File: src/rtl/sib_pkg.sv
package sib_pkg;
   typedef enum logic {
      SEG_CLOSED = 1'b0,
      SEG_OPEN   = 1'b1
   } seg_state_e;

   localparam int UPD_RISE = 0;
   localparam int UPD_FALL = 1;
endpackage

File: src/rtl/sib_shift_stage.sv
module sib_shift_stage
   import sib_pkg::*;
(
   input  logic       clk,
   input  logic       rst_n,
   input  logic       sel,
   input  logic       shift_en,
   input  logic       cap_en,
   input  seg_state_e door,
   input  logic       ser_in,
   input  logic       seg_ret,
   output logic       shift_q
);
   logic src_bit;
   logic shift_d;

   // open doorway: segment sits ahead of this bit
   assign src_bit = (door == SEG_OPEN) ? seg_ret : ser_in;

   always_comb begin
      shift_d = shift_q;
      if (sel && cap_en)
         shift_d = (door == SEG_OPEN);
      else if (sel && shift_en)
         shift_d = src_bit;
   end

   always_ff @(posedge clk or negedge rst_n) begin
      if (!rst_n) shift_q <= 1'b0;
      else        shift_q <= shift_d;
   end

   AST_CLOSED_TAKES_IN: assert property (@(posedge clk) disable iff (!rst_n)
      (sel && shift_en && !cap_en && door == SEG_CLOSED) |=> shift_q == $past(ser_in));
   AST_OPEN_TAKES_RET: assert property (@(posedge clk) disable iff (!rst_n)
      (sel && shift_en && !cap_en && door == SEG_OPEN) |=> shift_q == $past(seg_ret));
   AST_CAPTURE_STATE: assert property (@(posedge clk) disable iff (!rst_n)
      (sel && cap_en) |=> shift_q == ($past(door) == SEG_OPEN));
   AST_SHIFT_HOLD: assert property (@(posedge clk) disable iff (!rst_n)
      !(sel && (cap_en || shift_en)) |=> $stable(shift_q));
endmodule

File: src/rtl/sib_update_stage.sv
module sib_update_stage
   import sib_pkg::*;
#(
   parameter int UPD_EDGE = UPD_RISE
)(
   input  logic       clk,
   input  logic       rst_n,
   input  logic       sel,
   input  logic       upd_en,
   input  logic       shift_q,
   output seg_state_e door
);
   logic       do_upd;
   seg_state_e door_d;

   assign do_upd = sel && upd_en;
   assign door_d = do_upd ? seg_state_e'(shift_q) : door;

   generate
      if (UPD_EDGE != UPD_RISE && UPD_EDGE != UPD_FALL) begin : g_bad_edge
         $error("sib_update_stage: UPD_EDGE must be UPD_RISE or UPD_FALL");
      end

      if (UPD_EDGE == UPD_FALL) begin : g_fall
         always_ff @(negedge clk or negedge rst_n) begin
            if (!rst_n) door <= SEG_CLOSED;
            else        door <= door_d;
         end
      end else begin : g_rise
         always_ff @(posedge clk or negedge rst_n) begin
            if (!rst_n) door <= SEG_CLOSED;
            else        door <= door_d;
         end

         AST_UPDATE_LOADS: assert property (@(posedge clk) disable iff (!rst_n)
            (sel && upd_en) |=> door == seg_state_e'($past(shift_q)));
         AST_STATE_HOLD: assert property (@(posedge clk) disable iff (!rst_n)
            !(sel && upd_en) |=> $stable(door));
      end
   endgenerate
endmodule

File: src/rtl/sib_port_ctl.sv
module sib_port_ctl
   import sib_pkg::*;
(
   input  logic       sel,
   input  seg_state_e door,
   input  logic       ser_in,
   output logic       seg_in,
   output logic       seg_en
);
   assign seg_in = ser_in;
   assign seg_en = (door == SEG_OPEN) && sel;
endmodule

File: src/rtl/sib_cell.sv
module sib_cell
   import sib_pkg::*;
#(
   parameter int UPD_EDGE = UPD_RISE
)(
   input  logic clk,
   input  logic rst_n,
   input  logic sel,
   input  logic shift_en,
   input  logic cap_en,
   input  logic upd_en,
   input  logic scan_in,
   output logic scan_out,
   output logic seg_scan_in,
   input  logic seg_scan_ret,
   output logic seg_sel
);
   seg_state_e door;
   logic       shift_q;

   sib_shift_stage u_shift (
      .clk      (clk),
      .rst_n    (rst_n),
      .sel      (sel),
      .shift_en (shift_en),
      .cap_en   (cap_en),
      .door     (door),
      .ser_in   (scan_in),
      .seg_ret  (seg_scan_ret),
      .shift_q  (shift_q)
   );

   sib_update_stage #(.UPD_EDGE(UPD_EDGE)) u_update (
      .clk     (clk),
      .rst_n   (rst_n),
      .sel     (sel),
      .upd_en  (upd_en),
      .shift_q (shift_q),
      .door    (door)
   );

   sib_port_ctl u_port (
      .sel    (sel),
      .door   (door),
      .ser_in (scan_in),
      .seg_in (seg_scan_in),
      .seg_en (seg_sel)
   );

   assign scan_out = shift_q;

   AST_SEG_SEL_NEEDS_SEL: assert property (@(posedge clk) disable iff (!rst_n)
      seg_sel |-> sel);
   AST_RESET_CLOSED: assert property (@(posedge clk)
      !rst_n |-> (!seg_sel && !scan_out));
endmodule

File: config.mk
export PLATFORM = sky130hd
export DESIGN_NAME = sib_cell
export DESIGN_NICKNAME = d
export VERILOG_FILES = /design/src/rtl/sib_pkg.sv /design/src/rtl/sib_shift_stage.sv /design/src/rtl/sib_update_stage.sv /design/src/rtl/sib_port_ctl.sv /design/src/rtl/sib_cell.sv
export SDC_FILE = /design/constraint.sdc
export NUM_CORES = 1
export LEC_CHECK = 0
export ABC_AREA = 1
export BUFFER_PORTS_ARGS = -buffer_cell sky130_fd_sc_hd__buf_4
export CORE_AREA = 2 2 39 41
export DETAILED_ROUTE_END_ITERATION = 8
export DIE_AREA = 0 0 41 43
export GPL_TIMING_DRIVEN = 0
export SKIP_CTS_REPAIR_TIMING = 1
export SYNTH_ARGS = -nofsm -noshare
export SYNTH_HDL_FRONTEND = slang
export SYNTH_SLANG_ARGS = --single-unit
File: constraint.sdc
create_clock -name clk -period 1 [get_ports clk]
set_clock_uncertainty 0.15 [all_clocks]
set_input_delay 0.15 -clock clk [delete_from_list [all_inputs] [get_ports clk]]
set_output_delay 0.15 -clock clk [all_outputs]
set_load 0.02 [all_outputs]
==> out/results.ini <==
[timing]
drv_slew = 0
tightest_slew_ps = 117
timing.fmax_ghz = 0.878
min_period_ps = 1140
slew_headroom = 0.922
setup_slack_ps = -140
setup_viol = 2
rsz0062_at_grt = yes
min_period_over_period = 1.14
hold_viol = 0
whs_ps = 61.3
tns_ps = -181

[placed_design]
io_buffers = 10
gp_congestion = 0.591
place_ws_ps = 89.8
dp_cells = 45

[routing]
first_iter_violations = 1
route.detailed.drc = 0
vias_per_cell = 3.37
wirelength_um = 356
vias = 172
wl_per_cell_um = 6.98
first_pass_iters = 2
final_antenna_net_count = 0

[critical_path]
crit_required_ps = 700
cp_max_fo = 3
worst_path_max_delay_cell = dfrtp_1
worstRegToRegCells = 4
start_kind = register
setup.worst_path.class = register to primary output
r2r-start = u_update.door
rrSetupSlack_ps = 60
crit_path_max_incr_delay_ps = 380
worstPathArrival_ps = 840
path_cells = nand2_1 > inv_1 > buf_6
reg2reg_to = u_shift.shift_q
setup.worst_path.end_class = primary output

[power]
powerDensity_mw_per_mm2 = 1580
power.total_w = 0.000438
power_frac_clock = 0.409
ir_worst_vdd_mv = 0.340
power_leakage_nw = 0.157
intPower_w = 0.000316
switchingPower_w = 0.000122
pwr-share-seq = 0.252
pwr-share-comb = 0.339
swShare = 0.278

[grt]
first_global_vias = 156
grt_usage = 0.0533
globalRouteOverflowTotal = 0
antenna_found_initial = 0
grt_max_degree = 5
grt_pass1_wl_um = 524

[job]
maxCapViolCount = 0

[floorplanning]
dieArea_mm2 = 0.00176
chipHeight_um = 43
io_pins = 11
core_mm2 = 0.00138
start_util = 0.0922
rows = 14
dieWidth_um = 41

[yosys]
synth_area_leaders = dfrtp_1, nand2_1, inv_1
yosysSeqAreaShare = 0.392
syn-cell-area_um2 = 128
synth.most_common_cell = nand2_1
yosysTopAreaCell = dfrtp_1
synth_edf_count = 0
async_reset_ff_frac = 1.00
synth_cells = 19
ys_warn_count = 0
avgSynthCellArea_um2 = 6.72
yosys-top-cells-count = nand2_1, inv_1, dfrtp_1, nand3_1
ys_types = 9
synth_ff_type = dfrtp_1
synth_nets = 27
ys_ff_latch = 2
synth.top_cell.area_share = 0.392

[clock_tree]
clk_path_buf_depth = 2
h-tree-depth = 1
clkLatencyLatePin_ps = 220
cts_tree = done
cts-root-buf = clkbuf_4
clock-sinks = 2
numCtsBuffers = 3
clk_pin_slew_ps = 30

[worst_hold_path]
hold-path-endpoint = u_update.door
hold_path_class = input pin to register
hp-start = upd_en
holdPathStages = 3

[layout]
area_delta_synth_final_pct = 118
final_nets = 45
n_antenna_cell = 0
instances_no_fill = 51
final_layout_size_suffix_gt1_frac = 0.486

[run_status]
outcome = finished with violations
violations = setup timing

area by class of cell:
cell class | instances | area [um2]
Timing Repair Buffer | 13 | 108
Multi-Input combinational cell | 13 | 58.8
Tap cell | 16 | 20.0
Buffer | 1 | 7.51
Fill cell | 162 | 1110
Sequential cell | 2 | 50.0
Clock buffer | 3 | 22.5
Inverter | 3 | 11.3
per-stage QoR:
stage	cell area, um2	utilization
6_report	278	0.201
5_1_grt	278	0.201
4_1_cts	245	0.177
3_5_place_dp	223	0.161
3_3_place_gp	223	0.161
2_1_floorplan	128	-
worst max-delay path, delay by kind of cell (launching register included):
kind	cells	cell delay, ps
buffers and inverters	2	160
flip-flops	1	380
AND/OR/NAND/NOR	1	70
cell usage in the layout (no fill, tap or decap):
cell | Yosys | final
inv_1 | 3 | 3
buf_6 | 0 | 2
nand2_2 | 1 | 1
nand2_1 | 7 | 7
nand3_1 | 2 | 2
nand3b_1 | 1 | 1
a21oi_1 | 1 | 1
nor2_1 | 1 | 1
clkbuf_4 | 0 | 3
dfrtp_1 | 2 | 2
buf_4 | 1 | 11
dlygate4sd3_1 | 0 | 1
per-layer routing:
layer | vias up | global-route usage | share of wire
met1 | 75 | 0.0484 | 0.36
met5 | - | 0 | 0
met3 | 0 | 0.0314 | 0.12
met2 | 7 | 0.0625 | 0.52
met4 | 0 | 0.0800 | 0
li1 | 90 | - | -
kinds of logic after synthesis:
family / synth area share
compound gates: 0.0392
flops: 0.392
buf+inv: 0.147
simple gates: 0.422
worst max-delay path by stage:
stage	startpoint	to	slack, ps
4_1_cts	u_update.door	seg_sel	-160
6_report	u_update.door	seg_sel	-140
3_3_place_gp	u_update.door	seg_sel	90
5_1_grt	u_update.door	seg_sel	-170
2_1_floorplan	u_shift.shift_q	u_update.door	130
3_5_place_dp	u_update.door	seg_sel	90
registers in the layout (all words and copies together), names as in the netlist:
signal and flops:
u_shift.shift_q 1, u_update.door 1
power by group through the flow:
stage	sequential, W	clock [W]	combinational (W)
2_1_floorplan	0.000120	0	0.0000471
6_report	0.000110	0.000179	0.000149
5_1_grt	0.000111	0.000192	0.000164
4_1_cts	0.000112	0.000195	0.000113
3_5_place_dp	0.000113	0	0.000113
3_3_place_gp	0.000111	0	0.000111
Power figures use the tool's default switching activity.
